<file path="config.mk">
export PLATFORM = sky130hd
export DESIGN_NAME = ea_sequencer
export DESIGN_NICKNAME = d
export VERILOG_FILES = /design/src/rtl/ea_seq_pkg.sv /design/src/rtl/ea_addr_gen.sv /design/src/rtl/ea_datapath.sv /design/src/rtl/ea_control.sv /design/src/rtl/ea_sequencer.sv
export SDC_FILE = /design/constraint.sdc
export NUM_CORES = 1
export LEC_CHECK = 0
export ABC_AREA = 1
export BUFFER_PORTS_ARGS = -buffer_cell sky130_fd_sc_hd__buf_2
export CORE_ASPECT_RATIO = 0.75
export CORE_MARGIN = 10
export CORE_UTILIZATION = 56
export DETAILED_ROUTE_END_ITERATION = 10
export GPL_TIMING_DRIVEN = 1
export PLACE_DENSITY = 0.87
export SKIP_LAST_GASP = 1
export SYNTH_ARGS = -nofsm -noshare
export SYNTH_HDL_FRONTEND = slang
export SYNTH_SLANG_ARGS = --single-unit
</file>
<file path="constraint.sdc">
create_clock -name clk -period 2.04 [get_ports clk]
set_clock_uncertainty 0.1 [all_clocks]
set_input_delay 0.306 -clock clk [delete_from_list [all_inputs] [get_ports clk]]
set_output_delay 0.306 -clock clk [all_outputs]
set_load 0.005 [all_outputs]
</file>
<file path="src/rtl/ea_seq_pkg.sv">
package ea_seq_pkg;

  typedef enum logic [2:0] {
    MODE_DISP     = 3'd0,
    MODE_INDEX    = 3'd1,
    MODE_SCALED   = 3'd2,
    MODE_UPDATE   = 3'd3,
    MODE_INDIRECT = 3'd4
  } modeT;

  typedef enum logic [2:0] {
    ST_IDLE  = 3'd0,
    ST_READ1 = 3'd1,
    ST_RESP1 = 3'd2,
    ST_READ2 = 3'd3,
    ST_RESP2 = 3'd4,
    ST_DONE  = 3'd5
  } stateT;

  // strobes from control to datapath
  typedef struct packed {
    logic latchReq;    // register computed address
    logic issueRead;   // drive a read this cycle
    logic usePtr;      // read address comes from fetched pointer
    logic capData;     // capture read response
    logic capPtrAddr;  // record pointer as final address
    logic doneStb;     // completion pulse
    logic baseWr;      // base write-back pulse
  } ctrlT;

endpackage

</file>
<file path="src/rtl/ea_addr_gen.sv">
module ea_addr_gen #(
  parameter int ADDR_W  = 32,
  parameter int DISP_W  = 16,
  parameter int SCALE_W = 2
) (
  input  logic [2:0]         mode,
  input  logic [ADDR_W-1:0]  baseVal,
  input  logic [ADDR_W-1:0]  indexVal,
  input  logic [SCALE_W-1:0] scaleSel,
  input  logic [DISP_W-1:0]  disp,
  output logic [ADDR_W-1:0]  eaNext
);
  import ea_seq_pkg::*;

  localparam int NUM_SCALE = 1 << SCALE_W;
  localparam int EXT_W     = ADDR_W - DISP_W;

  logic [ADDR_W-1:0] dispExt;
  logic [ADDR_W-1:0] shiftOpt [NUM_SCALE];
  logic [ADDR_W-1:0] scaledIdx;

  assign dispExt = {{EXT_W{disp[DISP_W-1]}}, disp};

  // one shifted copy of the index per scale code
  for (genvar s = 0; s < NUM_SCALE; s++) begin : g_scale
    assign shiftOpt[s] = indexVal << s;
  end

  assign scaledIdx = shiftOpt[scaleSel];

  always_comb begin
    case (modeT'(mode))
      MODE_INDEX:  eaNext = baseVal + indexVal;
      MODE_SCALED: eaNext = baseVal + scaledIdx + dispExt;
      default:     eaNext = baseVal + dispExt;
    endcase
  end

endmodule

</file>
<file path="src/rtl/ea_datapath.sv">
module ea_datapath #(
  parameter int ADDR_W = 32
) (
  input  logic                 clk,
  input  logic                 rstN,
  input  ea_seq_pkg::ctrlT     ctrl,
  input  logic [ADDR_W-1:0]    eaNext,
  input  logic [ADDR_W-1:0]    rdData,
  output logic [ADDR_W-1:0]    rdAddr,
  output logic [ADDR_W-1:0]    effAddr,
  output logic [ADDR_W-1:0]    operand,
  output logic [ADDR_W-1:0]    baseWrData
);

  logic [ADDR_W-1:0] eaReg;
  logic [ADDR_W-1:0] dataReg;
  logic [ADDR_W-1:0] finalReg;

  always_ff @(posedge clk or negedge rstN) begin
    if (!rstN) begin
      eaReg    <= '0;
      dataReg  <= '0;
      finalReg <= '0;
    end else begin
      if (ctrl.latchReq) begin
        eaReg    <= eaNext;
        finalReg <= eaNext;
      end
      if (ctrl.capPtrAddr) finalReg <= dataReg;
      if (ctrl.capData)    dataReg  <= rdData;
    end
  end

  assign rdAddr     = ctrl.usePtr ? dataReg : eaReg;
  assign effAddr    = finalReg;
  assign operand    = dataReg;
  assign baseWrData = eaReg;

endmodule

</file>
<file path="src/rtl/ea_control.sv">
module ea_control (
  input  logic             clk,
  input  logic             rstN,
  input  logic             start,
  input  logic [2:0]       mode,
  output ea_seq_pkg::ctrlT ctrl
);
  import ea_seq_pkg::*;

  stateT stateQ, stateD;
  logic  indirectQ;
  logic  updateQ;
  logic  accept;

  assign accept = (stateQ == ST_IDLE) && start;

  always_ff @(posedge clk or negedge rstN) begin
    if (!rstN) begin
      stateQ    <= ST_IDLE;
      indirectQ <= 1'b0;
      updateQ   <= 1'b0;
    end else begin
      stateQ <= stateD;
      if (accept) begin
        indirectQ <= (mode == MODE_INDIRECT);
        updateQ   <= (mode == MODE_UPDATE);
      end
    end
  end

  always_comb begin
    stateD = stateQ;
    ctrl   = '0;
    case (stateQ)
      ST_IDLE: begin
        if (start) begin
          ctrl.latchReq = 1'b1;
          stateD        = ST_READ1;
        end
      end
      ST_READ1: begin
        ctrl.issueRead = 1'b1;
        stateD         = ST_RESP1;
      end
      ST_RESP1: begin
        ctrl.capData = 1'b1;
        stateD       = indirectQ ? ST_READ2 : ST_DONE;
      end
      ST_READ2: begin
        ctrl.issueRead  = 1'b1;
        ctrl.usePtr     = 1'b1;
        ctrl.capPtrAddr = 1'b1;
        stateD          = ST_RESP2;
      end
      ST_RESP2: begin
        ctrl.capData = 1'b1;
        stateD       = ST_DONE;
      end
      ST_DONE: begin
        ctrl.doneStb = 1'b1;
        ctrl.baseWr  = updateQ;
        stateD       = ST_IDLE;
      end
      default: stateD = ST_IDLE;
    endcase
  end

endmodule

</file>
<file path="src/rtl/ea_sequencer.sv">
module ea_sequencer #(
  parameter int ADDR_W  = 32,
  parameter int DISP_W  = 16,
  parameter int SCALE_W = 2
) (
  input  logic               clk,
  input  logic               rstN,
  input  logic               start,
  input  logic [2:0]         mode,
  input  logic [ADDR_W-1:0]  baseVal,
  input  logic [ADDR_W-1:0]  indexVal,
  input  logic [SCALE_W-1:0] scaleSel,
  input  logic [DISP_W-1:0]  disp,
  output logic               rdEn,
  output logic [ADDR_W-1:0]  rdAddr,
  input  logic [ADDR_W-1:0]  rdData,
  output logic               done,
  output logic [ADDR_W-1:0]  effAddr,
  output logic [ADDR_W-1:0]  operand,
  output logic               baseWrEn,
  output logic [ADDR_W-1:0]  baseWrData
);
  import ea_seq_pkg::*;

  ctrlT              ctrl;
  logic [ADDR_W-1:0] eaNext;

  ea_addr_gen #(
    .ADDR_W (ADDR_W),
    .DISP_W (DISP_W),
    .SCALE_W(SCALE_W)
  ) u_addrGen (
    .mode    (mode),
    .baseVal (baseVal),
    .indexVal(indexVal),
    .scaleSel(scaleSel),
    .disp    (disp),
    .eaNext  (eaNext)
  );

  ea_control u_control (
    .clk  (clk),
    .rstN (rstN),
    .start(start),
    .mode (mode),
    .ctrl (ctrl)
  );

  ea_datapath #(
    .ADDR_W(ADDR_W)
  ) u_datapath (
    .clk       (clk),
    .rstN      (rstN),
    .ctrl      (ctrl),
    .eaNext    (eaNext),
    .rdData    (rdData),
    .rdAddr    (rdAddr),
    .effAddr   (effAddr),
    .operand   (operand),
    .baseWrData(baseWrData)
  );

  assign rdEn     = ctrl.issueRead;
  assign done     = ctrl.doneStb;
  assign baseWrEn = ctrl.baseWr;

endmodule

</file>
==> results.md, run 1 <==
| Step | Quantity | Reported |
| --- | --- | --- |
| synthesis | Unique cell type count in the Yosys netlist | 35 |
| synthesis | Synthesized-area fraction occupied by adder cells | 0.1321 |
| placement | Placed instance count | 2398 |
| outcome | Stop err | [ERROR GRT-0232] Routing congestion too high. Check the congestion heatmap in the GUI. |
| floorplanning | FP Rows | 43 |
| clocking | Clock Tree Root | sky130_fd_sc_hd__clkbuf_16 |
| global route | Initial antenna violation count | 11 |
| placement | IO buf count | 250 |
| synthesis | Synthesized-area fraction occupied by ao, oa, aoi and oai cells | 0.1071 |
| placement | GPL Wtd Cong | 1.047 |
| synthesis | Main combinational cell family by area after synthesis | simple AND/OR/NAND/NOR gates |
| synthesis | Post-synthesis simple-gate area fraction | 0.3341 |
| synthesis | Xor-xnor portion of the synthesized cell area | 0.009754 |
| outcome | Result of the run | did not finish |
| sta | Last worst endpoint in the global-route repair_timing | u_datapath.effAddr[31]$_DFFE_PN0P_/D |
| synthesis | Count of state elements after synthesis | 101 |
| synthesis | Mapped cell area | 10780 um2 |
| placement | HPWL Detailed | 33580 um |
| global route | Global Route Usage Sum | 0.7418 |
| clocking | CTS Buf Count | 9 |
| global route | Remaining Overflow, GRT | 84 |
| synthesis | Commonest register cell after synthesis | sky130_fd_sc_hd__dfrtp_1 |
| synthesis | Count of synthesis-stage warnings from yosys | 0 |
| synthesis | Multiplexer area fraction after synthesis | 0.05318 |
| synthesis | Syn Area/Cell | 6.168 um2 |
| synthesis | Sequential area share after synthesis | 0.2346 |
| synthesis | Post-Synthesis Net Count | 1961 |
| floorplanning | Die height | 140.1 um |
| clocking | CTS HTree Levels | 3 |
| sta | Classification of the worst endpoint | sequential cell input |
| clocking | Bufs on Longest Clock Path | 2 |
| floorplanning | IO Pins | 251 |
| outcome | Stage reached | 5_1_grt |
| synthesis | Post-synth EDFFs | 0 |
| global route | Pin count of the biggest net entering global routing | 54 |
| synthesis | Post-synth ARST share | 1.000 |
| synthesis | Post-synthesis cell count | 1747 |
| floorplanning | Chip width | 180.2 um |
| floorplanning | Initial core utilization | 0.5772 |
| clocking | Sink Count | 101 |
[repair_timing]
action,in CTS
hold buffers,1
endpoints found under the hold margin,25
pin swaps,83
setup endpoints to repair,82
setup buffers,19
gates resized for setup,318
gates cloned,12
[metrics by stage]
stage,setup WS (ps),area [um2],utilization
floorplan,-696.8,11090,-
detailed placement,-1236,13990,0.7495
CTS,-615.6,15920,0.8526
global placement,-1165,13990,0.7495
[cells in the mapped netlist, types with 7 or more instances]
library cell / number / area, um2
sky130_fd_sc_hd__buf_2: 18 / 90.09
sky130_fd_sc_hd__nand3_1: 107 / 535.5
sky130_fd_sc_hd__mux2_2: 18 / 202.7
sky130_fd_sc_hd__nand3b_1: 8 / 60.06
sky130_fd_sc_hd__mux2i_1: 37 / 370.4
sky130_fd_sc_hd__fa_1: 33 / 660.6
sky130_fd_sc_hd__inv_1: 315 / 1182
sky130_fd_sc_hd__nand2_1: 679 / 2549
sky130_fd_sc_hd__dfrtp_1: 101 / 2527
sky130_fd_sc_hd__ha_1: 61 / 763.2
sky130_fd_sc_hd__xor2_1: 11 / 96.34
sky130_fd_sc_hd__nor2_1: 82 / 307.8
sky130_fd_sc_hd__a21oi_1: 59 / 295.3
sky130_fd_sc_hd__nand4_1: 7 / 43.79
sky130_fd_sc_hd__o21ai_0: 154 / 770.7
sky130_fd_sc_hd__clkbuf_1: 20 / 75.07
[layer usage]
metal,GRT overflow,global-route usage
met1,2,0.7272
met2,41,0.8521
met3,8,0.6909
met4,33,0.6985
met5,0,0.3904
[cells by family after synthesis]
| logic type | after synthesis |
|---|---|
| and+or+nand+nor | 899 |
| DFF | 101 |
| buffers and inverters | 361 |
| AOI/OAI and AO/OA | 225 |
| adders and majority gates | 94 |
| muxes | 55 |
| xor gates and xnor gates | 12 |
==> inputs of run 2 (changes only) <==
CORE_ASPECT_RATIO = default   (was 0.75)
CORE_UTILIZATION = 40   (was 56)
PLACE_DENSITY = default   (was 0.87)
PLACE_DENSITY_LB_ADDON = 0.15   (was default)
==> run 2 against run 1 <==
  * The flow now finishes, with violations (setup timing)
  * Area after synthesis unchanged
  * Synthesized cell count stayed put
==> results.md, run 2 <==
| Step | Quantity | Reported | vs previous |
| --- | --- | --- | --- |
| clocking | CTS HTree Levels | 3 | unchanged |
| outcome | Result of the run | finished with violations | was did not finish |
| power and ir drop | Total leakage power | 8.901 nW |  |
| sta | Final critical-path share of the clock period | 1.390 |  |
| clocking | CTS Buf Count | 9 | unchanged |
| run | Count of max-cap constraint violations | 0 |  |
| power and ir drop | Power density normalized to cell area | 986.4 nW/um2 |  |
| clocking | Worst-Skew Late Latency | 350 ps |  |
| sta | Max-slew violation count | 0 |  |
| detailed routing | Initial DRT Pass Iterations | 5 |  |
| floorplanning | Chip width | 184.1 um | was 180.2 um |
| synthesis | Yosys top cell by area | sky130_fd_sc_hd__nand2_1 | unchanged |
| detailed routing | DR DRC count | 0 |  |
| critical path | Critical-path maximum fanout | 6 |  |
| clocking | Clock Tree Root | sky130_fd_sc_hd__clkbuf_16 | unchanged |
| synthesis | Commonest register cell after synthesis | sky130_fd_sc_hd__dfrtp_1 | unchanged |
| synthesis | Sequential area share after synthesis | 0.2346 | unchanged |
| finish | Most frequent cells in the layout | sky130_fd_sc_hd__nand2_1, sky130_fd_sc_hd__inv_1, sky130_fd_sc_hd__buf_2 |  |
| clocking | Bufs on Longest Clock Path | 2 | unchanged |
| detailed routing | Vias/cell | 4.938 |  |
| floorplanning | IO Pins | 251 | unchanged |
| floorplanning | Die height | 184.1 um | was 140.1 um |
| global route | Via count of the first global-routing pass | 12242 |  |
| sta | Setup repair after global routing missed its margin | true |  |
| sta | Final period demand of the worst path | 2835 ps |  |
| outcome | Violations in the final reports | setup timing |  |
| floorplanning | FP Rows | 60 | was 43 |
| synthesis | Most numerous cell types in the synthesized netlist | sky130_fd_sc_hd__nand2_1, sky130_fd_sc_hd__inv_1, sky130_fd_sc_hd__o21ai_0 | unchanged |
| sta | Number of hold violations in the final report | 0 |  |
| synthesis | Syn Area/Cell | 6.168 um2 | unchanged |
| detailed routing | Via Count | 12424 |  |
| synthesis | Post-synth EDFFs | 0 | unchanged |
| sta | Setup TNS | -39700 ps |  |
| clocking | Clk slew on worst S/H paths | 80 ps |  |
| finish | Total number of nets in the final design | 2384 |  |
| synthesis | Largest cells by area after synthesis | sky130_fd_sc_hd__nand2_1, sky130_fd_sc_hd__dfrtp_1, sky130_fd_sc_hd__inv_1 | unchanged |
| detailed routing | Number of DRC markers in iteration 0 | 754 |  |
| critical path | Setup crit end kind | register |  |
| placement | GPL Wtd Cong | 0.9473 | was 1.047 |
| finish | Post-Route Utilization | 0.5921 |  |
| synthesis | Post-synthesis cell count | 1747 | unchanged |
| finish | Most common library cell in the layout ignoring fill and taps | sky130_fd_sc_hd__nand2_1 |  |
| synthesis | Post-Synthesis Net Count | 1961 | unchanged |
| finish | Diodes inserted | 0 |  |
| detailed routing | Post-route ant nets | 0 |  |
| clocking | Sink Count | 101 | unchanged |
| sta | Transition time of the tightest slew-check pin | 553.0 ps |  |
| detailed routing | Post-DR wirelength/cell | 16.40 um |  |
| global route | Global-route wire length before repair | 64030 um |  |
| power and ir drop | IR Drop Worst-Case VDD | 0.5591 mV |  |
| floorplanning | Initial core utilization | 0.4032 | was 0.5772 |
| clocking | Clock tree from TritonCTS | yes |  |
| floorplanning | Core region area | 26730 um2 |  |
| synthesis | Portion of synthesized cell area occupied by the leading cell type | 0.2365 | unchanged |
| sta | Max-Slew Margin vs Limit | 0.6313 |  |
| synthesis | Count of synthesis-stage warnings from yosys | 0 | unchanged |
| finish | Area of all placed cells without fillers | 15830 um2 |  |
| critical path | Worst Path Required | 2170 ps |  |
| synthesis | Most repeated cell in the gate-level netlist after synthesis | sky130_fd_sc_hd__nand2_1 | unchanged |
| synthesis | Post-synth ARST share | 1.000 | unchanged |
| placement | Setup Slack @ Placement | -1361 ps | was -1236 ps |
| global route | Pin count of the biggest net entering global routing | 48 |  |
| floorplanning | Die area | 33900 um2 |  |
| placement | IO buf count | 250 | unchanged |
| global route | Global Route Usage Sum | 0.2346 |  |
| synthesis | Unique cell type count in the Yosys netlist | 35 | unchanged |
| critical path | Startpoint Class | primary input |  |
| power and ir drop | Power consumption | 0.01561 W |  |
| critical path | Critical path data arrival time | 2960 ps |  |
| synthesis | Count of state elements after synthesis | 101 | unchanged |
| placement | Placed standard-cell area | 13990 um2 | about the same |
| sta | Final setup violation count | 60 |  |
| finish | Proportion of layout cells with a drive suffix above 1 | 0.3494 |  |
| detailed routing | Detailed Route WL | 41270 um |  |
| global route | Initial antenna violation count | 0 |  |
| critical path | Register-to-register setup slack | 90 ps |  |
| synthesis | Mapped cell area | 10780 um2 | unchanged |
| sta | Maximum operating frequency | 352.8 MHz |  |
| min path | Min-Delay Path Class | in2reg |  |
| global route | Remaining Overflow, GRT | 0 |  |
| finish | Area added between synthesis and finish | 46.87% |  |
| critical path | Critical path class | in2reg |  |
| placement | HPWL Detailed | 32970 um | was 33580 um |
| sta | Smallest setup slack after layout | -794.6 ps |  |
run 2: layer usage:
metal | part of all wire | GRT usage | wire (um)
met3 | 0.052 | 0.03603 | 2136
met5 | 0 | 0 | 0
met2 | 0.49 | 0.4039 | 20100
met1 | 0.43 | 0.2946 | 17860
met4 | 0.028 | 0.07309 | 1168
run 2: path summary, 6_finish.rpt:
path / start / to / depth (start not counted)
max in group asynchronous: rstN / u_datapath.baseWrData[27]$_DFFE_PN0P_ / 3
min: rdData[30] / u_datapath.operand[30]$_DFFE_PN0P_ / 3
max: scaleSel[0] / u_datapath.effAddr[18]$_DFFE_PN0P_ / 20
max reg2reg: u_control.stateQ[0]$_DFFE_PN0P_ / u_datapath.effAddr[27]$_DFFE_PN0P_ / 10
min reg2reg: u_datapath.effAddr[14]$_DFFE_PN0P_ / u_datapath.effAddr[14]$_DFFE_PN0P_ / 2
min in group asynchronous: rstN / u_datapath.operand[3]$_DFFE_PN0P_ / 2
run 2: through the flow:
stage,hold slack [ps],std cells
floorplan,-89.59,1747
global placement,230.4,2476
detailed placement,232.6,2476
CTS,58.99,2501
global route,70.64,2516
finish,61.31,2516
run 2: cells by family (layout without fill, tap and decap cells):
kind of cell / after synthesis / in the layout / synth area share
buffers and inverters: 361 / 789 / 0.1292
AND/OR/NAND/NOR: 899 / 899 / 0.3341
adder cells (fa/ha/maj): 94 / 94 / 0.1321
flip-flops: 101 / 101 / 0.2346
AO/OA/AOI/OAI: 225 / 225 / 0.1071
XOR/XNOR: 12 / 12 / 0.009754
multiplexers: 55 / 55 / 0.05318
run 2: power breakdown:
part / internal [W] / leakage (nW) / switching, W
clock: 0.000968 / 0.144 / 0.000816
sequential: 0.00301 / 1.24 / 0.000658
combinational: 0.00451 / 7.52 / 0.00565
total: 0.00848 / 8.90 / 0.00713
run 2: repair_timing:
action                     in CTS  in global routing
hold buffers                    1                  0
hold endpoints to repair       36                  0
setup endpoints to repair      89                 95
gates cloned                    4                  3
buffers inserted                4                 13
gates resized for setup       145                178
pin swaps                      37                 71
run 2: layout make-up:
type	count	area, um2
clock buffer	9	225.2
sequential	101	2527
timing repair buffer	456	3163
fill	2575	10900
inverter	317	1224
tap	341	426.7
clock inverter	7	78.83
multi-input combinational	1285	8180
run 2: critical path, stage by stage:
cell and delay (ps):
sky130_fd_sc_hd__buf_16 140, sky130_fd_sc_hd__buf_12 160, sky130_fd_sc_hd__buf_8 130, sky130_fd_sc_hd__nand2_4 50, sky130_fd_sc_hd__o21ai_4 60, sky130_fd_sc_hd__mux2i_2 190
sky130_fd_sc_hd__fa_1 490, sky130_fd_sc_hd__ha_4 370, sky130_fd_sc_hd__nand2_4 70, sky130_fd_sc_hd__nand2_4 90, sky130_fd_sc_hd__nand2_2 50, sky130_fd_sc_hd__nand2_2 60
sky130_fd_sc_hd__nand3b_1 230, sky130_fd_sc_hd__nand2_1 120, sky130_fd_sc_hd__nand2_1 80, sky130_fd_sc_hd__nand2_1 60, sky130_fd_sc_hd__nand3_2 80, sky130_fd_sc_hd__nand2_2 70
sky130_fd_sc_hd__nand2_2 80, sky130_fd_sc_hd__nand2_1 60
Power figures use the tool's default switching activity.
